$ cat src/rtl/cap_pkg.sv
package cap_pkg;

    typedef enum logic [1:0] {
        MODE_CH16  = 2'd0,
        MODE_CH8   = 2'd1,
        MODE_CH4   = 2'd2,
        MODE_CH16B = 2'd3
    } cap_mode_e;

    // widest interleave is 2**SPE_LOG2_MAX sub-samples per event
    localparam int SPE_LOG2_MAX = 2;

    function automatic int spe_log2(input cap_mode_e m);
        case (m)
            MODE_CH8: return 1;
            MODE_CH4: return 2;
            default:  return 0;
        endcase
    endfunction

endpackage

$ cat src/rtl/cap_interleave.sv
module cap_interleave
    import cap_pkg::*;
#(
    parameter int EVT_W = 16
) (
    input  logic             clk,
    input  logic             rst_n,
    input  logic             run_i,
    input  cap_mode_e        mode_i,
    input  logic             sub_valid_i,
    input  logic [EVT_W-1:0] sub_data_i,
    output logic             evt_valid_o,
    output logic [EVT_W-1:0] evt_word_o
);

    localparam int KW = SPE_LOG2_MAX;

    typedef struct packed {
        logic [KW-1:0]    k;
        logic [EVT_W-1:0] word;
        logic             vld;
    } il_state_t;

    il_state_t s_d, s_q;
    int        lg;
    logic [KW-1:0] k_last;

    assign lg     = spe_log2(mode_i);
    assign k_last = KW'((1 << lg) - 1);

    always_comb begin
        s_d     = s_q;
        s_d.vld = 1'b0;
        if (!run_i) begin
            s_d.k = '0;
        end else if (sub_valid_i) begin
            // bit b belongs to channel b>>lg, sub-sample b&(S-1)
            for (int b = 0; b < EVT_W; b++) begin
                if ((b & ((1 << lg) - 1)) == int'(s_q.k)) begin
                    s_d.word[b] = sub_data_i[b >> lg];
                end
            end
            if (s_q.k == k_last) begin
                s_d.k   = '0;
                s_d.vld = 1'b1;
            end else begin
                s_d.k = s_q.k + 1'b1;
            end
        end
    end

    always_ff @(posedge clk or negedge rst_n) begin
        if (!rst_n) s_q <= '0;
        else        s_q <= s_d;
    end

    // the word register is complete during the strobe cycle
    assign evt_valid_o = s_q.vld;
    assign evt_word_o  = s_q.word;

endmodule

$ cat src/rtl/cap_cluster_asm.sv
module cap_cluster_asm #(
    parameter int EVT_W  = 16,
    parameter int EVENTS = 7,
    parameter int TS_W   = 16,
    localparam int EW    = $clog2(EVENTS),
    localparam int CLU_W = TS_W + EVENTS * EVT_W
) (
    input  logic             clk,
    input  logic             rst_n,
    input  logic             run_i,
    input  logic             evt_valid_i,
    input  logic [EVT_W-1:0] evt_word_i,
    output logic             clu_valid_o,
    output logic [CLU_W-1:0] clu_data_o,
    output logic [TS_W-1:0]  ts_o
);

    typedef struct packed {
        logic [EW-1:0]                  e;
        logic [TS_W-1:0]                ts;
        logic [TS_W-1:0]                first;
        logic [EVENTS-1:0][EVT_W-1:0]   evs;
        logic                           vld;
    } ca_state_t;

    ca_state_t c_d, c_q;

    always_comb begin
        c_d     = c_q;
        c_d.vld = 1'b0;
        if (evt_valid_i) begin
            c_d.ts = c_q.ts + 1'b1;
        end
        if (!run_i) begin
            c_d.e = '0;
        end else if (evt_valid_i) begin
            if (c_q.e == '0) begin
                c_d.first = c_q.ts;
            end
            c_d.evs[c_q.e] = evt_word_i;
            if (c_q.e == EW'(EVENTS - 1)) begin
                c_d.e   = '0;
                c_d.vld = 1'b1;
            end else begin
                c_d.e = c_q.e + 1'b1;
            end
        end
    end

    always_ff @(posedge clk or negedge rst_n) begin
        if (!rst_n) c_q <= '0;
        else        c_q <= c_d;
    end

    // slot storage stays untouched during the strobe cycle, so it is the output
    assign clu_valid_o = c_q.vld;
    assign clu_data_o  = {c_q.evs, c_q.first};
    assign ts_o        = c_q.ts;

endmodule

$ cat src/rtl/cap_chunk_track.sv
module cap_chunk_track #(
    parameter int CLUSTERS_PER_CHUNK = 64,
    parameter int CHUNK_W            = 16,
    localparam int SLOT_W            = $clog2(CLUSTERS_PER_CHUNK)
) (
    input  logic               clk,
    input  logic               rst_n,
    input  logic               clu_valid_i,
    output logic [SLOT_W-1:0]  slot_o,
    output logic [CHUNK_W-1:0] chunk_o,
    output logic               chunk_done_o
);

    localparam logic [SLOT_W-1:0] SLOT_LAST = SLOT_W'(CLUSTERS_PER_CHUNK - 1);

    typedef struct packed {
        logic [SLOT_W-1:0]  slot;
        logic [CHUNK_W-1:0] chunk;
    } ct_state_t;

    ct_state_t t_d, t_q;

    always_comb begin
        t_d = t_q;
        if (clu_valid_i) begin
            if (t_q.slot == SLOT_LAST) begin
                t_d.slot  = '0;
                t_d.chunk = t_q.chunk + 1'b1;
            end else begin
                t_d.slot = t_q.slot + 1'b1;
            end
        end
    end

    always_ff @(posedge clk or negedge rst_n) begin
        if (!rst_n) t_q <= '0;
        else        t_q <= t_d;
    end

    assign slot_o       = t_q.slot;
    assign chunk_o      = t_q.chunk;
    assign chunk_done_o = clu_valid_i && (t_q.slot == SLOT_LAST);

endmodule

$ cat src/rtl/cap_cluster_packer.sv
module cap_cluster_packer
    import cap_pkg::*;
#(
    parameter int EVT_W              = 16,
    parameter int EVENTS             = 7,
    parameter int TS_W               = 16,
    parameter int CLUSTERS_PER_CHUNK = 64,
    parameter int CHUNK_W            = 16,
    localparam int CLU_W             = TS_W + EVENTS * EVT_W,
    localparam int SLOT_W            = $clog2(CLUSTERS_PER_CHUNK)
) (
    input  logic               clk,
    input  logic               rst_n,
    input  logic               run,
    input  logic [1:0]         mode_sel,
    input  logic               sub_valid,
    input  logic [EVT_W-1:0]   sub_data,
    output logic               clu_valid,
    output logic [CLU_W-1:0]   clu_data,
    output logic [SLOT_W-1:0]  clu_slot,
    output logic [CHUNK_W-1:0] chunk_cnt,
    output logic               chunk_done
);

    cap_mode_e        mode_d, mode_q;
    logic             evt_valid;
    logic [EVT_W-1:0] evt_word;
    logic [TS_W-1:0]  ts_now;

    // mode is only taken while capture is idle
    always_comb begin
        mode_d = run ? mode_q : cap_mode_e'(mode_sel);
    end

    always_ff @(posedge clk or negedge rst_n) begin
        if (!rst_n) mode_q <= MODE_CH16;
        else        mode_q <= mode_d;
    end

    cap_interleave #(.EVT_W(EVT_W)) u_il (
        .clk         (clk),
        .rst_n       (rst_n),
        .run_i       (run),
        .mode_i      (mode_q),
        .sub_valid_i (sub_valid),
        .sub_data_i  (sub_data),
        .evt_valid_o (evt_valid),
        .evt_word_o  (evt_word)
    );

    cap_cluster_asm #(.EVT_W(EVT_W), .EVENTS(EVENTS), .TS_W(TS_W)) u_asm (
        .clk         (clk),
        .rst_n       (rst_n),
        .run_i       (run),
        .evt_valid_i (evt_valid),
        .evt_word_i  (evt_word),
        .clu_valid_o (clu_valid),
        .clu_data_o  (clu_data),
        .ts_o        (ts_now)
    );

    cap_chunk_track #(.CLUSTERS_PER_CHUNK(CLUSTERS_PER_CHUNK), .CHUNK_W(CHUNK_W)) u_ct (
        .clk          (clk),
        .rst_n        (rst_n),
        .clu_valid_i  (clu_valid),
        .slot_o       (clu_slot),
        .chunk_o      (chunk_cnt),
        .chunk_done_o (chunk_done)
    );

endmodule

$ cat config.mk
export PLATFORM = sky130hd
export DESIGN_NAME = cap_cluster_packer
export DESIGN_NICKNAME = d
export VERILOG_FILES = /design/src/rtl/cap_pkg.sv /design/src/rtl/cap_interleave.sv /design/src/rtl/cap_cluster_asm.sv /design/src/rtl/cap_chunk_track.sv /design/src/rtl/cap_cluster_packer.sv
export SDC_FILE = /design/constraint.sdc
export NUM_CORES = 1
export LEC_CHECK = 0
export BUFFER_PORTS_ARGS = -buffer_cell sky130_fd_sc_hd__buf_2
export CAP_MARGIN = 20
export CORE_UTILIZATION = 56
export CTS_CLUSTER_DIAMETER = 150
export DETAILED_ROUTE_END_ITERATION = 10
export GPL_ROUTABILITY_DRIVEN = 1
export PLACE_DENSITY = 0.8
export SLEW_MARGIN = 20
export SYNTH_ARGS = -nofsm -noshare
export SYNTH_HDL_FRONTEND = slang
export SYNTH_SLANG_ARGS = --single-unit
$ cat constraint.sdc
create_clock -name clk -period 2.14 [get_ports clk]
set_input_delay 0.428 -clock clk [delete_from_list [all_inputs] [get_ports clk]]
set_output_delay 0.428 -clock clk [all_outputs]
set_load 0.05 [all_outputs]
After elaboration in Yosys (flattened, before gate mapping)
Cells that the tools add are included.
Storage, ports and cells
  input port bits: 22
  register bits: 191
  output and inout bits: 152
Cells by class
  order comparisons: 18
  add/sub/neg operators: 6
  shift-type cells: 17
  mux-type cells: 80
  equality and inequality tests: 22
  reduce and logical (&&, ||, !) cells: 23
Operator list (count)
  $lt A32 B6 Y1 const B: 16
  $shr A4 B32 Y32 const A: 8
  $shr A3 B32 Y32 const A: 4
  $bwmux W112: 1
  $bmux W1 S4: 16
  $shr A2 B32 Y32 const A: 2
  $mux W1: 53
  $reduce_and A3 Y1: 17
  $demux W16 S3: 1
  $add A16 B1 Y16 const B: 2
  $logic_not A32 Y1: 1
  $shr A1 B2 Y32 const A: 1
  $shr A1 B32 Y32 const A: 1
  $eq A3 B3 Y1: 8
  $mux W19: 1
  $eq A4 B3 Y1: 4
  $mux W16: 1
  $mux W3: 3
  $eq A2 B2 Y1: 4
  $add A6 B1 Y6 const B: 1
  $eq A6 B6 Y1 const B: 1
  $mux W6: 1
  $lt A3 B4 Y1 const B: 1
  $mux W2: 2
  other kinds (13): 16

Depth between registers and ports, before layout
Gate-level depths: netlist of the first run.
  depth after elaboration: 9
  gate-level depth with buffers: 8
  gate-level depth less buffers: 6

By module
A second synthesis of the first run with hierarchy kept.
Unflattened totals
  cells, all modules: 720
  area, all modules: 9465.3 um^2
Modules (own cells, without submodules)
  cap_cluster_asm: cells each 499, times used 1, area an instance 6755.2 um^2
  cap_interleave: cells each 139, times used 1, area an instance 1647.8 um^2
  cap_chunk_track: cells each 78, times used 1, area an instance 989.7 um^2
  cap_cluster_packer: cells each 4, times used 1, area an instance 72.6 um^2

Worst setup path before layout of the first run
Ideal clock, no wire load.
  path kind: register to register
  start: register u_ct.t_q, in the netlist u_ct.slot_o[0]
  end: register u_ct.t_q, in the netlist u_ct.chunk_o[1]
  setup time: 0.125 ns
  data required time: 2.015 ns
  cell stages (with the launch flop): 6
  data arrival time: 1.986 ns
  path slack: 0.029 ns
  cell sequence: dfrtp_1 > ha_1 > and4_1 > and3_1 > buf_2 > mux2_2
Between the ends
  cells in the longest elaborated chain, start to end: 2
Ends and longest elaborated chain
  start: declaration: line cap_chunk_track.sv:21  | ct_state_t t_d, t_q;
  start signal: assignment: line cap_chunk_track.sv:37  | else t_q <= t_d;
  $eq A6 B6 Y1: line cap_chunk_track.sv:26  | if (t_q.slot == SLOT_LAST) begin
  $reduce_and A2 Y1 (no source line)
Every way passes these cells.
A chain may end at the register's enable or synchronous reset.

Worst setup path after layout of the first run
  start: register u_ct.t_q, in the netlist u_ct.slot_o[0]
  end: output port chunk_done
Between the ends
  cells in the longest elaborated chain, start to end: 2
Ends and longest elaborated chain
  $eq A6 B6 Y1: line cap_chunk_track.sv:42  | assign chunk_done_o = clu_valid_i && (t_q.slot == SLOT_LAST);
  $logic_and A1 B1 Y1: line cap_chunk_track.sv:42
  end: declaration: line cap_cluster_packer.sv:22  | output logic chunk_done
Every way passes these cells.

==> results of run 1 <==
[per-layer routing]
layer	vias up	track usage [%]
li1	2450	-
met1	2782	30.4
met2	146	39.2
met3	20	5.13
met4	0	6.36
met5	-	0
[placed cells by master, fill, tap and decap left out, types with 6 or more instances in the layout]
cell         n
dfrtp_1    191
mux2_2     142
inv_1       10
a21oi_1      9
and3_1       6
xor2_1      13
xnor2_1     22
clkbuf_16   17
ha_1         7
nor2_1      14
buf_2      171
nand2_1     31
buf_4       18
o21ai_0      7
buf_12       7
mux2i_1      9
nand4_1     11
nand3_1     14
mux4_2      12
[how the worst min path moves through the flow]
stage / slack (ps) / end
after floorplan: 130 / mode_q[0]
after global placement: 430 / u_asm.clu_data_o[8]
after detailed placement: 440 / u_asm.clu_data_o[8]
after CTS: 220 / mode_q[1]
after global routing: 220 / mode_q[0]
final: 240 / mode_q[1]
[power groups by stage]
stage	Sequential [mW]	Clock (mW)	Combinational [mW]
floorplan	4.45	0	2.14
global placement	4.72	0	2.24
detailed placement	4.76	0	2.28
CTS	4.69	3.06	2.29
global route	4.78	3.18	2.41
finish	4.70	2.98	2.27
[flip-flops by register name, indices dropped and copies added, names as in the netlist]
| signal | flops |
|---|---|
| mode_q | 2 |
| u_asm.c_q | 3 |
| u_asm.clu_data_o | 128 |
| u_asm.clu_valid_o | 1 |
| u_asm.ts_o | 16 |
| u_ct.chunk_o | 16 |
| u_ct.slot_o | 6 |
| u_il.evt_valid_o | 1 |
| u_il.evt_word_o | 16 |
| u_il.s_q | 2 |
[per-stage QoR]
stage               hold slack, ps  total power [mW]  utilization [%]  area, um2  TNS, ps
finish                         240              9.96             63.2      10100        0
global route                   224              10.4             63.2      10100    -9.01
CTS                            222              10.1             63.1      10100        0
detailed placement             437              7.04             59.4       9480        0
global placement               431              6.96             59.4       9480        0
floorplan                      132              6.58                -       9180        0
[kinds of logic after synthesis]
logic type / share of synthesized area (%)
adder cells (fa/ha/maj): 1.09
XOR/XNOR: 3.34
multiplexers: 22.7
buffers and inverters: 12.4
flip-flops: 52.1
AND/OR/NAND/NOR: 6.30
AO/OA/AOI/OAI: 2.05
[final cells by class]
type                    instances  area share (%)
inverters                      10           0.373
multi-input cells             350            32.4
repair buffers                199            11.6
clock inverters                12            1.11
clock buffers                  20            4.44
flip-flops and latches        191            47.5
well taps                     216            2.68
[synthesized netlist by cell type (3+ instances only)]
cell type / n / share of area (%)
and3_1: 6 / 0.41
a21oi_1: 9 / 0.49
and4_1: 5 / 0.48
clkbuf_1: 3 / 0.12
a31oi_1: 3 / 0.20
a211oi_1: 3 / 0.25
mux2_4: 3 / 0.49
mux2i_1: 9 / 0.98
buf_6: 4 / 0.49
nand4_1: 11 / 0.75
mux2_2: 142 / 17
buf_4: 132 / 11
mux4_1: 3 / 0.86
mux4_2: 12 / 2.9
nor3_1: 5 / 0.27
dfrtp_1: 191 / 52
buf_2: 11 / 0.60
nand2b_1: 4 / 0.27
o21ai_0: 7 / 0.38
nor2b_1: 4 / 0.27
inv_1: 10 / 0.41
nor2_1: 14 / 0.57
nand3_1: 14 / 0.76
xor2_1: 13 / 1.2
ha_1: 8 / 1.1
nand2_1: 31 / 1.3
xnor2_1: 22 / 2.1
[what timing repair did]
item / in CTS / in global routing
resized for setup: 3 / 0
setup endpoints to repair: 1 / 2
hold buffers: 1 / 0
setup buffers: 0 / 2
pin swaps: 0 / 1
hold endpoints to repair: 49 / 0
==> metrics.txt, run 1 <==
status completed; nets 799; Reg power frac 47.2%; leakage dissipation 5.30 nW; kind of cell adding the most delay to the critical path simple AND/OR/NAND/NOR gates; Core ar. 15900 um2; crit-path max FO 4; maxcap violations 0; skew final 7.26 ps; largest net degree at the start of global routing 60; Clock Latency Late Sink 420 ps; Net Count, Synth 731; Max stage delay on crit path 360 ps; die area 16900 um2; Least-Margin Pin Slew 549 ps; number of global-route vias before repair 5342; Chip Width 130 um; Sw Share 35.1%; total vias in the final route 5398; Post-Syn Instances 701; FF+latch count, synth 191; Root Driver clkbuf_16; maximum VDD drop 0.000535 V; Internal 6.46 mW; f_max 0.486 GHz; HP Start mode_sel[1]; Layout area overhead 9.75%; post-synthesis sequential area ratio 52.1%; WP buf/inv 1; final slew viol count 0; Worst setup SP type flop; WP data required 1710 ps; Total Routing Usage GR 23.2%; worst min-delay path category in2reg; number of antenna violations at the first check in global routing 0; Hold Fails Final Rpt 0; Antenna Violating Nets Remaining 0; crit path capture chunk_done; Worst-path clk slew 70 ps; ys flop type dfrtp_1; dpl cells 963; final worst slack 82.0 ps; Tcrit/Tclk final 96.2%; reg2reg end u_il.evt_word_o[14]; Combinational Power Share 22.8%; max_slew headroom 63.1%; dpl ws 94.1 ps; Worst Reg-to-Reg Cells 6; Die Y 130 um; Finished Layout Cells 998; Hold Crit Depth 2; Tmin final 2060 ps; final RePlAce weighted congestion 0.879; critical path depth 4; clock sinks 191; first-pass GRT wire length 29.3 mm; DRC viols 0; Top Ports 174; mean routed wirelength per cell 18.9 um; layout cells sized above 1 50.4%; critical path class reg2out; Net Sw Power 3.50 mW; area of the multi-input gates 3260 um2; Post-synth EDFFs 0; global route overflow 0; Synth Warn # 0; Fillers 1215; R2R setup slack 100 ps; worst endpoint data arrival time 1630 ps; IO buf count 173; CTS tree yes; asr flop ratio synth 100%; Synth Area per Inst 13.1 um2; initial detailed-routing violation count 312; drt pass-1 iters 4; drt via density 5.41; antenna cells 0; initial core utilization 57.5%; reg-to-reg startpoint mode_q[0]; Register Area 4780 um2; Final HPWL DP 13.4 mm; worst-case clock buffer depth 2; row count 46; met3 wire len 857 um; H-tree depth 4; final WL 18.9 mm; CTS Buf Count 17; Slowest cell on crit path dfrtp_1; wl on met1 8.19 mm; final setup fails 0; Power Density 989 nW/um2; clock network power share 29.9%; WL met2 9.59 mm; worst setup path start u_ct.slot_o[0]; Unique masters post-synth 44; CP Capture Type primary output; Top Metal Used met4; Synth Cell Area 9180 um2; CP cell instances ha_2 -> and4_1 -> and3_1 -> buf_6
Note: power is estimated with default switching activity, not from simulation.
==> inputs of run 2 (changes only) <==
PLACE_DENSITY = 0.81   (was 0.8)
==> run 2 against run 1 <==
Net effect:
- non-clock buffer count unchanged
- via count up 0.67%
- global-route usage up 0.12 points
- register-to-register slack about the same
- utilization up 0.65 points
- clock power up 19%
- fmax up 0.48%
- sequential share of layout area down 0.48 points
- total power up 5.5%
- critical path depth up 2
- sequential power about the same
- final area up 1.0%
- critical endpoint is now u_il.evt_word_o[7]
- largest cell class unchanged
- largest power group unchanged
==> metrics.txt, run 2 (synthesized netlist as in run 1, its figures left out) <==
status completed (unchanged); CTS Buf Count 17 (unchanged); initial detailed-routing violation count 296 (was 312); Slowest cell on crit path mux4_2 (was dfrtp_1); drt via density 5.46 (was 5.41); row count 46 (unchanged); reg2reg end u_il.evt_word_o[7] (was u_il.evt_word_o[14]); number of global-route vias before repair 5528 (was 5342); Tcrit/Tclk final 95.7% (was 96.2%); final setup fails 0 (unchanged); leakage dissipation 5.36 nW (was 5.30 nW); Total Routing Usage GR 23.3% (was 23.2%); mean routed wirelength per cell 18.9 um (about the same); maxcap violations 0 (unchanged); skew final 4.87 ps (was 7.26 ps); final slew viol count 0 (unchanged); Power Density 1030 nW/um2 (was 989 nW/um2); first-pass GRT wire length 29.5 mm (was 29.3 mm); f_max 0.488 GHz (was 0.486 GHz); Core ar. 15900 um2 (unchanged); global route overflow 0 (unchanged); dpl ws 102 ps (was 94.1 ps); Worst setup SP type flop (unchanged); die area 16900 um2 (unchanged); DRC viols 0 (unchanged); drt pass-1 iters 4 (unchanged); critical path class reg2reg (was reg2out); CTS tree yes (unchanged); Hold Path Sink mode_q[1] (unchanged); final WL 18.8 mm (was 18.9 mm); reg-to-reg startpoint mode_q[0] (unchanged); utilization of the core after routing 63.8% (was 63.2%); crit-path max FO 7 (was 4); Max stage delay on crit path 460 ps (was 360 ps); final worst slack 91.7 ps (was 82.0 ps); final RePlAce weighted congestion 0.895 (was 0.879); Die Y 130 um (unchanged); Hold Crit Depth 2 (unchanged); max_slew headroom 60.2% (was 63.1%); most frequent cells in the layout dfrtp_1, buf_2, mux2_2 (unchanged); maximum VDD drop 0.000632 V (was 0.000535 V); Root Driver clkbuf_16 (unchanged); H-tree depth 4 (unchanged); Tmin final 2050 ps (was 2060 ps); IO buf count 173 (unchanged); antenna cells 0 (unchanged); commonest non-fill, non-tap cell in the layout dfrtp_1 (unchanged); Least-Margin Pin Slew 592 ps (was 549 ps); HP Start mode_sel[1] (unchanged); Hold Fails Final Rpt 0 (unchanged); Clock Latency Late Sink 420 ps (about the same); clock sinks 191 (unchanged); Antenna Violating Nets Remaining 0 (unchanged); largest net degree at the start of global routing 66 (was 60); layout cells sized above 1 50.6% (was 50.4%); worst-case clock buffer depth 2 (unchanged); Layout area overhead 10.9% (was 9.75%); dpl cells 964 (was 963); CP Capture Type flop (was primary output); Worst-path clk slew 60 ps (was 70 ps); worst endpoint data arrival time 2360 ps (was 1630 ps); Chip Width 130 um (unchanged); Finished Layout Cells 996 (was 998); Top Ports 174 (unchanged); WP data required 2450 ps (was 1710 ps); worst min-delay path category in2reg (unchanged); nets 799 (unchanged); Largest register FFs 128 (unchanged); Worst Reg-to-Reg Cells 6 (unchanged); RSZ-0062 raised after global routing no; setup TNS 0 ps (unchanged); total vias in the final route 5434 (was 5398); Final HPWL DP 13.3 mm (was 13.4 mm); number of antenna violations at the first check in global routing 0 (unchanged); CP cell instances inv_1 -> ha_1 -> nand2_4 -> mux2_4 -> mux4_2 -> mux2_2 (was ha_2 -> and4_1 -> and3_1 -> buf_6); R2R setup slack 90 ps (was 100 ps); initial core utilization 57.5% (unchanged)
==> run 2: layer usage <==
layer  global-route usage (%)  vias to the layer above  part of all wire, %
met4                     7.59                        0                  1.5
li1                         -                     2449                    -
met3                     4.80                       23                  3.9
met2                     40.3                      128                   51
met1                     29.4                     2834                   43
met5                        0                        -                    0
==> run 2: layout make-up <==
class                      count  area [um2]
inverter                      10        37.5
fill                        1216        5770
sequential                   191        4780
tap                          216         270
timing repair buffer         199        1140
multi-input combinational    350        3270
clock buffer                  20         467
clock inverter                10         208
==> run 2: worst max path at each step <==
| stage | from | endpoint | cells after the start |
|---|---|---|---|
| after global routing | mode_q[0] | u_il.evt_word_o[15] | 7 |
| final | mode_q[0] | u_il.evt_word_o[7] | 6 |
| after detailed placement | mode_q[0] | u_il.evt_word_o[14] | 6 |
| after floorplan | u_ct.slot_o[0] | u_ct.chunk_o[1] | 5 |
| after CTS | u_ct.slot_o[0] | chunk_done | 4 |
| after global placement | mode_q[0] | u_il.evt_word_o[15] | 7 |
==> run 2: report_power, final <==
part	switching [mW]	total, mW	internal (mW)
clock	1.28	3.55	2.27
sequential	0.631	4.69	4.06
combinational	1.51	2.26	0.758
total	3.42	10.5	7.09
==> run 2: timing repair <==
item / in CTS / in global routing
buffers inserted: 0 / 1
pin swaps: 0 / 1
setup endpoints to repair: 1 / 2
hold buffers: 1 / 0
resized for setup: 3 / 2
hold endpoints to repair: 53 / 0
==> run 2: critical path: cells and delay by family, from the launching register on <==
kind | cells | cell delay [ps]
flip-flops | 1 | 400
buffers and inverters | 1 | 80
multiplexers | 3 | 1030
AND/OR/NAND/NOR | 1 | 150
adder cells (fa/ha/maj) | 1 | 270
==> run 2: through the flow <==
stage               hold slack, ps  total power, mW  area [um2]
finish                         239             10.5       10200
global route                   229             10.9       10200
CTS                            226             10.6       10200
detailed placement             420             7.03        9460
global placement               416             6.95        9460
floorplan                      132             6.58        9180
==> inputs of run 3 (changes only) <==
CORE_UTILIZATION = 60   (was 56)
PLACE_DENSITY = 0.85   (was 0.81)
clock period = 2.6 ns   (was 2.14 ns; I/O delays follow)
==> run 3 against run 2 <==
Net effect:
- the flow now finishes with violations (design-rule violations)
- sequential share of layout area up 1.2 points
- die area down 6.6%
- critical endpoint is now chunk_done
- final area down 2.6%
- sequential power fell by 18%
- flip-flop and latch count stayed put
- cell count is 4.2% lower
==> metrics.txt, run 3 (synthesized netlist as in run 1, its figures left out) <==
dpl ws 278 ps (was 102 ps); global route overflow 0 (unchanged); crit-path max FO 8 (was 7); cts hold-fix bufs 0 (was 1); Final HPWL DP 13.4 mm (was 13.3 mm); DRC viols 15 (was 0); IO buf count 173 (unchanged); first-pass GRT wire length 30.5 mm (was 29.5 mm); Chip Width 126 um (was 130 um); setup TNS 0 ps (unchanged); drt pass-1 iters 10 (was 4); Clock Latency Late Sink 430 ps (was 420 ps); Worst Reg-to-Reg Cells 7 (was 6); clock sinks 191 (unchanged); status complete, but fails checks (was completed); largest net degree at the start of global routing 68 (was 66); f_max 0.414 GHz; antenna cells 0 (unchanged); final RePlAce weighted congestion 0.918 (was 0.895); CP Capture Type primary output (was flop); Antenna Violating Nets Remaining 0 (unchanged); crit path capture chunk_done (was u_il.evt_word_o[7]); CTS tree yes (unchanged); critical path depth 4 (was 6); skew final 5.51 ps (was 4.87 ps); maxcap violations 0 (unchanged); final WL 18.7 mm (was 18.8 mm); Top Ports 174 (unchanged); Tmin final 2420 ps; Register Area 4780 um2 (unchanged); Resize count post-CTS 0 (was 3); Slowest cell on crit path dfrtp_1 (was mux4_2); Largest register FFs 128 (unchanged); reg2reg end u_il.evt_word_o[13] (was u_il.evt_word_o[7]); Fillers 1050 (was 1216); Layout area overhead 8.03% (was 10.9%); CP cell instances ha_1 -> and4_1 -> and3_2 -> buf_2 (was inv_1 -> ha_1 -> nand2_4 -> mux2_4 -> mux4_2 -> mux2_2); Worst-path clk slew 60 ps (about the same); final worst slack 183 ps (was 91.7 ps); die area 15800 um2 (was 16900 um2); reg-to-reg startpoint mode_q[0] (unchanged); initial detailed-routing violation count 293 (was 296); Die Y 126 um (was 130 um); worst-case clock buffer depth 2 (unchanged); failing checks design-rule violations; max_slew headroom 54.5% (was 60.2%); worst setup path start u_ct.slot_o[0] (was mode_q[0]); number of global-route vias before repair 5637 (was 5528); kind of cell adding the most delay to the critical path simple AND/OR/NAND/NOR gates (was multiplexers); mean routed wirelength per cell 19.6 um (was 18.9 um); Max stage delay on crit path 410 ps (was 460 ps); Total Routing Usage GR 25.5% (was 23.3%); RSZ-0062 raised after global routing no (unchanged); Setup Buffers After CTS 0 (unchanged); final setup fails 0 (unchanged); layout cells sized above 1 50.0% (was 50.6%); Hold Fails Final Rpt 0 (unchanged); Power Density 845 nW/um2 (was 1030 nW/um2); worst endpoint data arrival time 1900 ps (was 2360 ps); Worst setup SP type flop (unchanged); critical path class reg2out (was reg2reg); final slew viol count 0 (unchanged); row count 44 (was 46); initial core utilization 62.2% (was 57.5%); leakage dissipation 5.24 nW (was 5.36 nW); WP data required 2080 ps (was 2450 ps); Tcrit/Tclk final 93.0%; R2R setup slack 240 ps (was 90 ps); Root Driver clkbuf_16 (unchanged); WP buf/inv 1 (unchanged); area of the multi-input gates 3260 um2 (was 3270 um2); total vias in the final route 5402 (was 5434); Least-Margin Pin Slew 678 ps (was 592 ps); maximum VDD drop 0.000510 V (was 0.000632 V); number of antenna violations at the first check in global routing 0 (unchanged); worst min-delay path category in2async (was in2reg); CTS Buf Count 17 (unchanged); Core ar. 14800 um2 (was 15900 um2); most frequent cells in the layout dfrtp_1, buf_2, mux2_2 (unchanged); nets 787 (was 799); H-tree depth 4 (unchanged); commonest non-fill, non-tap cell in the layout dfrtp_1 (unchanged); drt via density 5.66 (was 5.46); utilization of the core after routing 67.2% (was 63.8%)
run 3: cell types whose count changed in the layout (fill, tap and decap cells not counted), moves of 2 or more:
cell        previous run  this run
buf_4                 20        13
buf_12                 5         1
bufinv_16              6         3
clkinvlp_4             0         3
clkinv_4               1         3
run 3: worst min-delay path by stage:
stage / cells after the start / end / slack, ps
final: 1 / u_asm.clu_data_o[6] / 70
after CTS: 1 / u_asm.clu_data_o[5] / 80
after floorplan: 0 / mode_q[0] / 220
after global routing: 1 / u_asm.clu_data_o[6] / 120
after detailed placement: 1 / u_ct.chunk_o[13] / 470
after global placement: 1 / u_ct.chunk_o[15] / 450
run 3: per-stage QoR:
step / hold WS (ps) / cell area (um2) / std cells / power, mW
4_1_cts: 81.7 / 9910 / 954 / 8.44
3_5_place_dp: 472 / 9300 / 922 / 5.77
2_1_floorplan: 224 / 9180 / 701 / 5.42
5_1_grt: 120 / 9910 / 954 / 8.70
3_3_place_gp: 452 / 9300 / 922 / 5.70
6_report: 66.5 / 9910 / 954 / 8.38
run 3: report_power, final:
group	internal (mW)	leakage (nW)	switching [mW]
Sequential	3.34	2.58	0.511
Combinational	0.608	2.37	1.26
Clock	1.56	0.295	1.10
run 3: area by class of cell:
type | count | share of cell area (%)
Inverter | 10 | 0.379
Clock buffer | 19 | 4.57
Tap cell | 184 | 2.32
Timing Repair Buffer | 187 | 10.0
Clock inverter | 13 | 1.64
Sequential cell | 191 | 48.2
Multi-Input combinational cell | 350 | 32.9
run 3: metal layers:
metal / GRT usage, % / vias to the layer above / wire length [um]
met5: 0 / - / 0
met4: 10.7 / 0 / 373
met3: 5.40 / 27 / 876
met2: 42.5 / 174 / 9580
met1: 32.5 / 2779 / 7820
li1: - / 2422 / -
